`config.mk`:
```
export PLATFORM = sky130hd
export DESIGN_NAME = pdm_decimator
export DESIGN_NICKNAME = d
export VERILOG_FILES = /design/src/rtl/pdm_dec_pkg.sv /design/src/rtl/pdm_clk_gen.sv /design/src/rtl/pdm_bit_sync.sv /design/src/rtl/pdm_win_acc.sv /design/src/rtl/pdm_decimator.sv
export SDC_FILE = /design/constraint.sdc
export NUM_CORES = 1
export LEC_CHECK = 0
export ABC_CLOCK_PERIOD_IN_PS = 2300
export BUFFER_PORTS_ARGS = -buffer_cell sky130_fd_sc_hd__buf_2
export CAP_MARGIN = 30
export CORE_ASPECT_RATIO = 1.25
export CORE_UTILIZATION = 30
export CTS_CLUSTER_DIAMETER = 120
export DETAILED_ROUTE_END_ITERATION = 7
export HOLD_SLACK_MARGIN = 0.1
export MAX_ROUTING_LAYER = met4
export PLACE_DENSITY_LB_ADDON = 0.08
export SETUP_SLACK_MARGIN = 0.2
export SYNTH_ARGS = -nofsm -noshare
export SYNTH_HDL_FRONTEND = slang
export SYNTH_HIERARCHICAL = 1
export SYNTH_SLANG_ARGS = --single-unit
```
`constraint.sdc`:
```
create_clock -name clk -period 2.3 [get_ports clk]
set_input_delay 0.46 -clock clk [delete_from_list [all_inputs] [get_ports clk]]
set_output_delay 0.46 -clock clk [all_outputs]
set_load 0.1 [all_outputs]
```
`src/rtl/pdm_dec_pkg.sv`:
```
package pdm_dec_pkg;

  // Identity of the two staggered ones-count windows.
  typedef enum logic {
    WIN_LEAD = 1'b0,
    WIN_LAG  = 1'b1
  } win_id_e;

  localparam longint unsigned MIC_HZ_MIN = 64'd1_000_000;
  localparam longint unsigned MIC_HZ_MAX = 64'd3_300_000;

  // True when the divider is even, at least 4, and lands in the legal band.
  function automatic bit mic_rate_ok(longint unsigned sys_hz, longint unsigned div);
    if (div < 4 || (div % 2) != 0) return 1'b0;
    return (sys_hz / div >= MIC_HZ_MIN) && (sys_hz / div <= MIC_HZ_MAX);
  endfunction

  function automatic bit is_pow2(longint unsigned v);
    return (v != 0) && ((v & (v - 1)) == 0);
  endfunction

endpackage

```
`src/rtl/pdm_clk_gen.sv`:
```
// Divides the system clock into the microphone clock and flags the first
// system cycle after the selected microphone edge.
module pdm_clk_gen #(
  parameter int unsigned HALF = 21
) (
  input  logic clk,
  input  logic rst_n,
  input  logic edge_hi,
  output logic mic_clk,
  output logic tick
);
  localparam int unsigned CW = (HALF > 1) ? $clog2(HALF) : 1;
  localparam logic [CW-1:0] TOP = CW'(HALF - 1);

  logic [CW-1:0] div_cnt;
  logic          mclk_q;
  logic          flip_q;

  always_ff @(posedge clk) begin
    if (!rst_n) begin
      div_cnt <= '0;
      mclk_q  <= 1'b0;
      flip_q  <= 1'b0;
    end else begin
      flip_q <= (div_cnt == TOP);
      if (div_cnt == TOP) begin
        div_cnt <= '0;
        mclk_q  <= ~mclk_q;
      end else begin
        div_cnt <= div_cnt + 1'b1;
      end
    end
  end

  // Rising edge wanted when edge_hi is 0: new level is then 1.
  assign tick    = flip_q && (mclk_q == ~edge_hi);
  assign mic_clk = mclk_q;

endmodule

```
`src/rtl/pdm_bit_sync.sv`:
```
// Two-flop synchronizer for the raw data pin, with the capture strobe
// delayed to line up with the synchronized copy.
module pdm_bit_sync (
  input  logic clk,
  input  logic rst_n,
  input  logic tick,
  input  logic pdm_in,
  output logic bit_stb,
  output logic bit_val
);
  logic meta_q, sync_q;
  logic stb_d1, stb_d2;

  always_ff @(posedge clk) begin
    if (!rst_n) begin
      meta_q <= 1'b0;
      sync_q <= 1'b0;
      stb_d1 <= 1'b0;
      stb_d2 <= 1'b0;
    end else begin
      meta_q <= pdm_in;
      sync_q <= meta_q;
      stb_d1 <= tick;
      stb_d2 <= stb_d1;
    end
  end

  assign bit_stb = stb_d2;
  assign bit_val = sync_q;

endmodule

```
`src/rtl/pdm_win_acc.sv`:
```
// Ones counter over one window position of the shared bit index.
module pdm_win_acc #(
  parameter int unsigned WIN_LEN = 128,
  parameter int unsigned OFFSET  = 0,
  parameter int unsigned OUT_W   = 7
) (
  input  logic                        clk,
  input  logic                        rst_n,
  input  logic                        bit_stb,
  input  logic                        bit_val,
  input  logic [$clog2(WIN_LEN)-1:0]  bit_idx,
  output logic                        done,
  output logic [OUT_W-1:0]            result
);
  localparam int unsigned POS_W = $clog2(WIN_LEN);
  localparam int unsigned ACC_W = $clog2(WIN_LEN + 1);
  localparam logic [POS_W-1:0] LAST = POS_W'(WIN_LEN - 1);
  localparam logic [POS_W-1:0] OFF  = POS_W'(OFFSET % WIN_LEN);
  localparam longint unsigned  OMAX = (64'd1 << OUT_W) - 1;

  logic [POS_W-1:0] pos;
  logic [ACC_W-1:0] acc;
  logic [ACC_W-1:0] sum;
  logic [OUT_W-1:0] sat_val;
  logic             armed;

  assign pos = bit_idx - OFF;
  assign sum = acc + ACC_W'(bit_val);

  always_comb begin
    if (longint'(sum) > longint'(OMAX)) sat_val = OUT_W'(OMAX);
    else                                sat_val = OUT_W'(sum);
  end

  always_ff @(posedge clk) begin
    if (!rst_n) begin
      acc    <= '0;
      armed  <= 1'b0;
      done   <= 1'b0;
      result <= '0;
    end else begin
      done <= 1'b0;
      if (bit_stb) begin
        if (pos == '0) begin
          acc   <= ACC_W'(bit_val);
          armed <= 1'b1;
        end else if (armed) begin
          if (pos == LAST) begin
            done   <= 1'b1;
            result <= sat_val;
            acc    <= '0;
          end else begin
            acc <= sum;
          end
        end
      end
    end
  end

endmodule

```
`src/rtl/pdm_decimator.sv`:
```
module pdm_decimator #(
  parameter int unsigned SYS_HZ  = 100_000_000,
  parameter int unsigned CLK_DIV = 42,
  parameter int unsigned WIN_LEN = 128,
  parameter int unsigned PCM_W   = 7
) (
  input  logic             clk,
  input  logic             rst_n,
  input  logic             edge_sel,
  input  logic             pdm_data,
  output logic             mic_clk,
  output logic             mic_sel,
  output logic [PCM_W-1:0] pcm_data,
  output logic             pcm_valid,
  output logic             pcm_src
);
  import pdm_dec_pkg::*;

  localparam int unsigned HALF  = CLK_DIV / 2;
  localparam int unsigned POS_W = $clog2(WIN_LEN);
  localparam int unsigned GAP   = WIN_LEN / 2;
  localparam int unsigned NWIN  = 2;

  if (!mic_rate_ok(longint'(SYS_HZ), longint'(CLK_DIV))) begin : g_bad_rate
    $error("pdm_decimator: divider gives a microphone clock outside 1..3.3 MHz");
  end
  if (!is_pow2(longint'(WIN_LEN)) || WIN_LEN < 4) begin : g_bad_win
    $error("pdm_decimator: window length must be a power of two, at least 4");
  end

  logic sel_q;
  logic tick;
  logic bit_stb;
  logic bit_val;
  logic [POS_W-1:0] bit_idx;
  logic [NWIN-1:0]  done_v;
  logic [NWIN-1:0][PCM_W-1:0] res_v;
  logic [PCM_W-1:0] pick_res;
  win_id_e          pick_id;

  // Edge choice is frozen outside reset.
  always_ff @(posedge clk) begin
    if (!rst_n) sel_q <= edge_sel;
  end
  assign mic_sel = sel_q;

  pdm_clk_gen #(.HALF(HALF)) u_clk_gen (
    .clk     (clk),
    .rst_n   (rst_n),
    .edge_hi (sel_q),
    .mic_clk (mic_clk),
    .tick    (tick)
  );

  pdm_bit_sync u_sync (
    .clk     (clk),
    .rst_n   (rst_n),
    .tick    (tick),
    .pdm_in  (pdm_data),
    .bit_stb (bit_stb),
    .bit_val (bit_val)
  );

  always_ff @(posedge clk) begin
    if (!rst_n)       bit_idx <= '0;
    else if (bit_stb) bit_idx <= bit_idx + 1'b1;
  end

  for (genvar g = 0; g < NWIN; g++) begin : g_win
    pdm_win_acc #(
      .WIN_LEN (WIN_LEN),
      .OFFSET  (g * GAP),
      .OUT_W   (PCM_W)
    ) u_acc (
      .clk     (clk),
      .rst_n   (rst_n),
      .bit_stb (bit_stb),
      .bit_val (bit_val),
      .bit_idx (bit_idx),
      .done    (done_v[g]),
      .result  (res_v[g])
    );
  end

  // Windows are staggered, so at most one closes per bit.
  always_comb begin
    pick_res = res_v[0];
    pick_id  = WIN_LEAD;
    if (done_v[1]) begin
      pick_res = res_v[1];
      pick_id  = WIN_LAG;
    end
  end

  always_ff @(posedge clk) begin
    if (!rst_n) begin
      pcm_valid <= 1'b0;
      pcm_data  <= '0;
      pcm_src   <= 1'b0;
    end else begin
      pcm_valid <= |done_v;
      if (|done_v) begin
        pcm_data <= pick_res;
        pcm_src  <= pick_id;
      end
    end
  end

endmodule

```
==> out/qor.txt <==
run status: finished, final reports clean
Area growth syn-to-layout: 19.01%
net count after synthesis: 313
area enclosed by the die boundary: 0.009965 mm^2
largest fanout on the critical path: 12
RSZ-0062 raised after global routing: false
Layout Nets: 333
dpl ws: 0.3237 ns
maximum number of pins on one net before global-route repair: 18
H-Tree Depth: 3
highest attainable clock frequency: 0.5241 GHz
library cell used as clock root buffer: sky130_fd_sc_hd__clkbuf_16
clock latency at the later pin of the worst-skew pair: 0.33 ns
vertical extent of the die: 111.4 um
part of the cycle the worst path needs: 82.95%
total wire length after detailed routing: 6.453 mm
Routed wire per std cell: 14.34 um
# DRC: 0
initial standard-cell utilization of the core: 31.12%
fraction of layout instances using a drive strength above 1: 19.88%
met2 wire length: 3.123 mm
Pwr Density: 757.7 mW/mm^2
per-instance average area after synthesis: 9.504 um^2
IO buf count: 14
number of buffers created by CTS: 9
first-iteration detailed-routing DRC count: 69
class of the most critical hold timing path: in2reg
flip-flop and latch count after synthesis: 62
Max transition margin: 66.09%
overall fraction of global-route tracks in use: 15.38%
combined area of all synthesized cells: 0.002870 mm^2
wire length of the first global-routing pass: 11.05 mm
number of vias per cell: 5.004
share of synthesized flip-flops with an asynchronous set or reset: 0%
Leakage: 1.356 nW
clock input transition at the sequential cells of the worst setup and hold paths: 0.05 ns
number of iterations in the first detailed-routing pass: 4
Post-DP HPWL: 4.705 mm
number of top-level pins: 15
Peak supply drop: 0.4198 mV
global-route congestion overflow total: 0
wire length on met3: 152 um
weighted congestion reported at the end of routability-driven placement: 0.7692
share of the core filled with cells: 37.04%
aggregate negative setup slack: 0 ns
# hold bufs at CTS: 0
TritonCTS clock tree: done
final number of hold-violating endpoints: 0
distinct cell type count after synthesis: 58
Slew @ Worst Pin: 0.5079 ns
final max-slew violation count: 0
Min Clock Period, post-route: 1.908 ns
diodes inserted: 0
initial antenna violation count: 0
number of enable-type register cells in the synthesized netlist: 1
post-synthesis cell count: 302
max-cap viol count: 0
uppermost routed layer: met4
Row Count: 39
sequential fraction of the synthesis area: 43.59%
post-route antenna net violation count: 0
Worst Skew: 0.006561 ns
Max Buffers Root-to-Sink: 2
number of endpoints failing setup at the final stage: 0
Met1 Wirelength: 3.033 mm
overall die width: 89.49 um
number of warnings printed during yosys synthesis: 6
element type at the critical path end: flip-flop
vias in the first global route: 2171
type of element launching the critical path: flip-flop
type of the worst setup path: reg2reg
Floorplan Core Area: 0.009223 mm^2
worst setup slack after layout: 0.3921 ns
total via count after detailed routing: 2252
data required time at the worst endpoint: 2.56 ns
sinks on the clock net: 62
predominant post-synthesis flop cell: sky130_fd_sc_hd__dfxtp_1
arrival time at the worst endpoint: 2.16 ns
Filler cells: 937
[cells in the mapped netlist (3+ instances only)]
master	instances	area share, %
sky130_fd_sc_hd__dfxtp_1	61	43
sky130_fd_sc_hd__nor2_1	26	3.4
sky130_fd_sc_hd__nand2_1	24	3.1
sky130_fd_sc_hd__o21ai_0	18	3.1
sky130_fd_sc_hd__a21oi_1	16	2.8
sky130_fd_sc_hd__nand3_1	15	2.6
sky130_fd_sc_hd__mux2i_1	11	3.8
sky130_fd_sc_hd__inv_1	10	1.3
sky130_fd_sc_hd__xor2_1	10	3.1
sky130_fd_sc_hd__clkbuf_1	7	0.92
sky130_fd_sc_hd__ha_1	7	3.1
sky130_fd_sc_hd__mux2_2	7	2.7
sky130_fd_sc_hd__o221a_2	7	2.7
sky130_fd_sc_hd__nand4_1	6	1.3
sky130_fd_sc_hd__xnor2_1	6	1.8
sky130_fd_sc_hd__and2_1	5	1.1
sky130_fd_sc_hd__and3_1	4	0.87
sky130_fd_sc_hd__a31oi_1	3	0.65
sky130_fd_sc_hd__buf_2	3	0.52
sky130_fd_sc_hd__nand4b_1	3	0.92
sky130_fd_sc_hd__nor3_1	3	0.52
sky130_fd_sc_hd__or3_1	3	0.65
[final timing paths]
kind,cells past startpoint,from,to,slack (ns)
hold reg to reg,1,u_sync/meta_q,u_sync/bit_val,0.43
setup reg to reg,4,bit_idx[0],g_win[1].u_acc/acc[0],0.39
setup / recovery,4,bit_idx[0],g_win[1].u_acc/acc[0],0.39
hold / removal,1,edge_sel,mic_sel,0.31
[power by group]
| group | leakage, nW | switching (mW) | total (mW) | internal [mW] |
|---|---|---|---|---|
| clock | 0.150 | 0.453 | 1.43 | 0.978 |
| sequential | 0.502 | 0.00634 | 1.09 | 1.09 |
| combinational | 0.704 | 0.0438 | 0.0650 | 0.0213 |
| total | 1.36 | 0.503 | 2.59 | 2.09 |
[flip-flops by register name (all words and copies together), names as in the netlist]
register / cells
pcm_data: 7
u_clk_gen/div_cnt: 5
u_sync/bit_val: 1
g_win.u_acc/done: 2
u_clk_gen/flip_q: 1
g_win.u_acc/armed: 2
g_win.u_acc/acc: 16
u_sync/meta_q: 1
g_win.u_acc/result: 14
pcm_src: 1
u_clk_gen/mic_clk: 1
pcm_valid: 1
u_sync/stb_d1: 1
bit_idx: 7
u_sync/bit_stb: 1
mic_sel: 1
[per-layer routing]
metal  vias to the layer above  global-route usage (%)
met3                        12                   3.781
met4                         0                   7.937
met1                      1079                   18.89
met5                         -                       -
met2                        19                   23.05
li1                       1142                       -
[metrics by stage]
stage	instance area (um^2)	instances	total power [mW]	hold WS, ns
after floorplan	2870	302	1.157	0.4118
after global placement	3094	434	1.181	0.4140
after detailed placement	3094	434	1.181	0.4169
after CTS	3412	450	2.637	0.2921
after global routing	3416	450	2.682	0.2993
final	3416	450	2.588	0.3070
[cell usage in the layout, fill, tap and decap left out, drive strengths merged, types with 2 or more instances in the layout]
cell | synthesis | layout
o21ai | 20 | 20
or4 | 4 | 4
and3 | 6 | 6
o221a | 7 | 7
nor4 | 2 | 2
a21oi | 16 | 16
nand4 | 8 | 8
mux2i | 11 | 11
a31oi | 3 | 3
nor2b | 2 | 2
o41ai | 2 | 2
xnor2 | 6 | 6
nand3 | 16 | 16
clkbuf | 7 | 13
mux2 | 7 | 7
buf | 5 | 21
and2 | 5 | 5
dfxtp | 61 | 61
or3 | 3 | 3
nand3b | 2 | 2
o211ai | 2 | 2
a32o | 2 | 2
or4b | 3 | 3
ha | 7 | 7
inv | 10 | 10
bufinv | 0 | 2
a41oi | 2 | 2
nor3 | 4 | 4
nor2 | 26 | 26
nand2 | 24 | 24
xor2 | 10 | 10
nand4b | 4 | 4
and3b | 2 | 2
[critical path, cell delays in order (launching register included)]
cell and delay [ns]:
sky130_fd_sc_hd__dfxtp_1 0.44, sky130_fd_sc_hd__or4b_2 0.73, sky130_fd_sc_hd__o21ai_0 0.39, sky130_fd_sc_hd__o21ai_0 0.13, sky130_fd_sc_hd__a31oi_1 0.15
[cell type report]
type                            count  area [um^2]  area share [%]
Inverter                           11        41.29           1.209
Tap cell                          123        153.9           4.506
Multi-Input combinational cell    217         1529           44.76
Sequential cell                    62         1251           36.63
Clock inverter                      3        67.56           1.978
Clock buffer                       13        250.2           7.326
Timing Repair Buffer               21        122.6           3.590
[cells by family (layout without fill, tap and decap cells)]
group / Yosys count / count (layout) / share of synthesized area [%]
xor gates and xnor gates: 16 / 16 / 4.882
muxes: 18 / 18 / 6.583
adders and majority gates: 7 / 7 / 3.051
and+or+nand+nor: 116 / 116 / 24.15
buffers and inverters: 23 / 48 / 3.269
DFF: 62 / 62 / 43.59
AOI/OAI and AO/OA: 60 / 60 / 14.47
[repair_timing]
item	4_1_cts	5_1_grt
endpoints found under the setup margin	0	4
resized for setup	0	1
buffers inserted	0	0
Note: power is estimated with default switching activity, not from simulation.
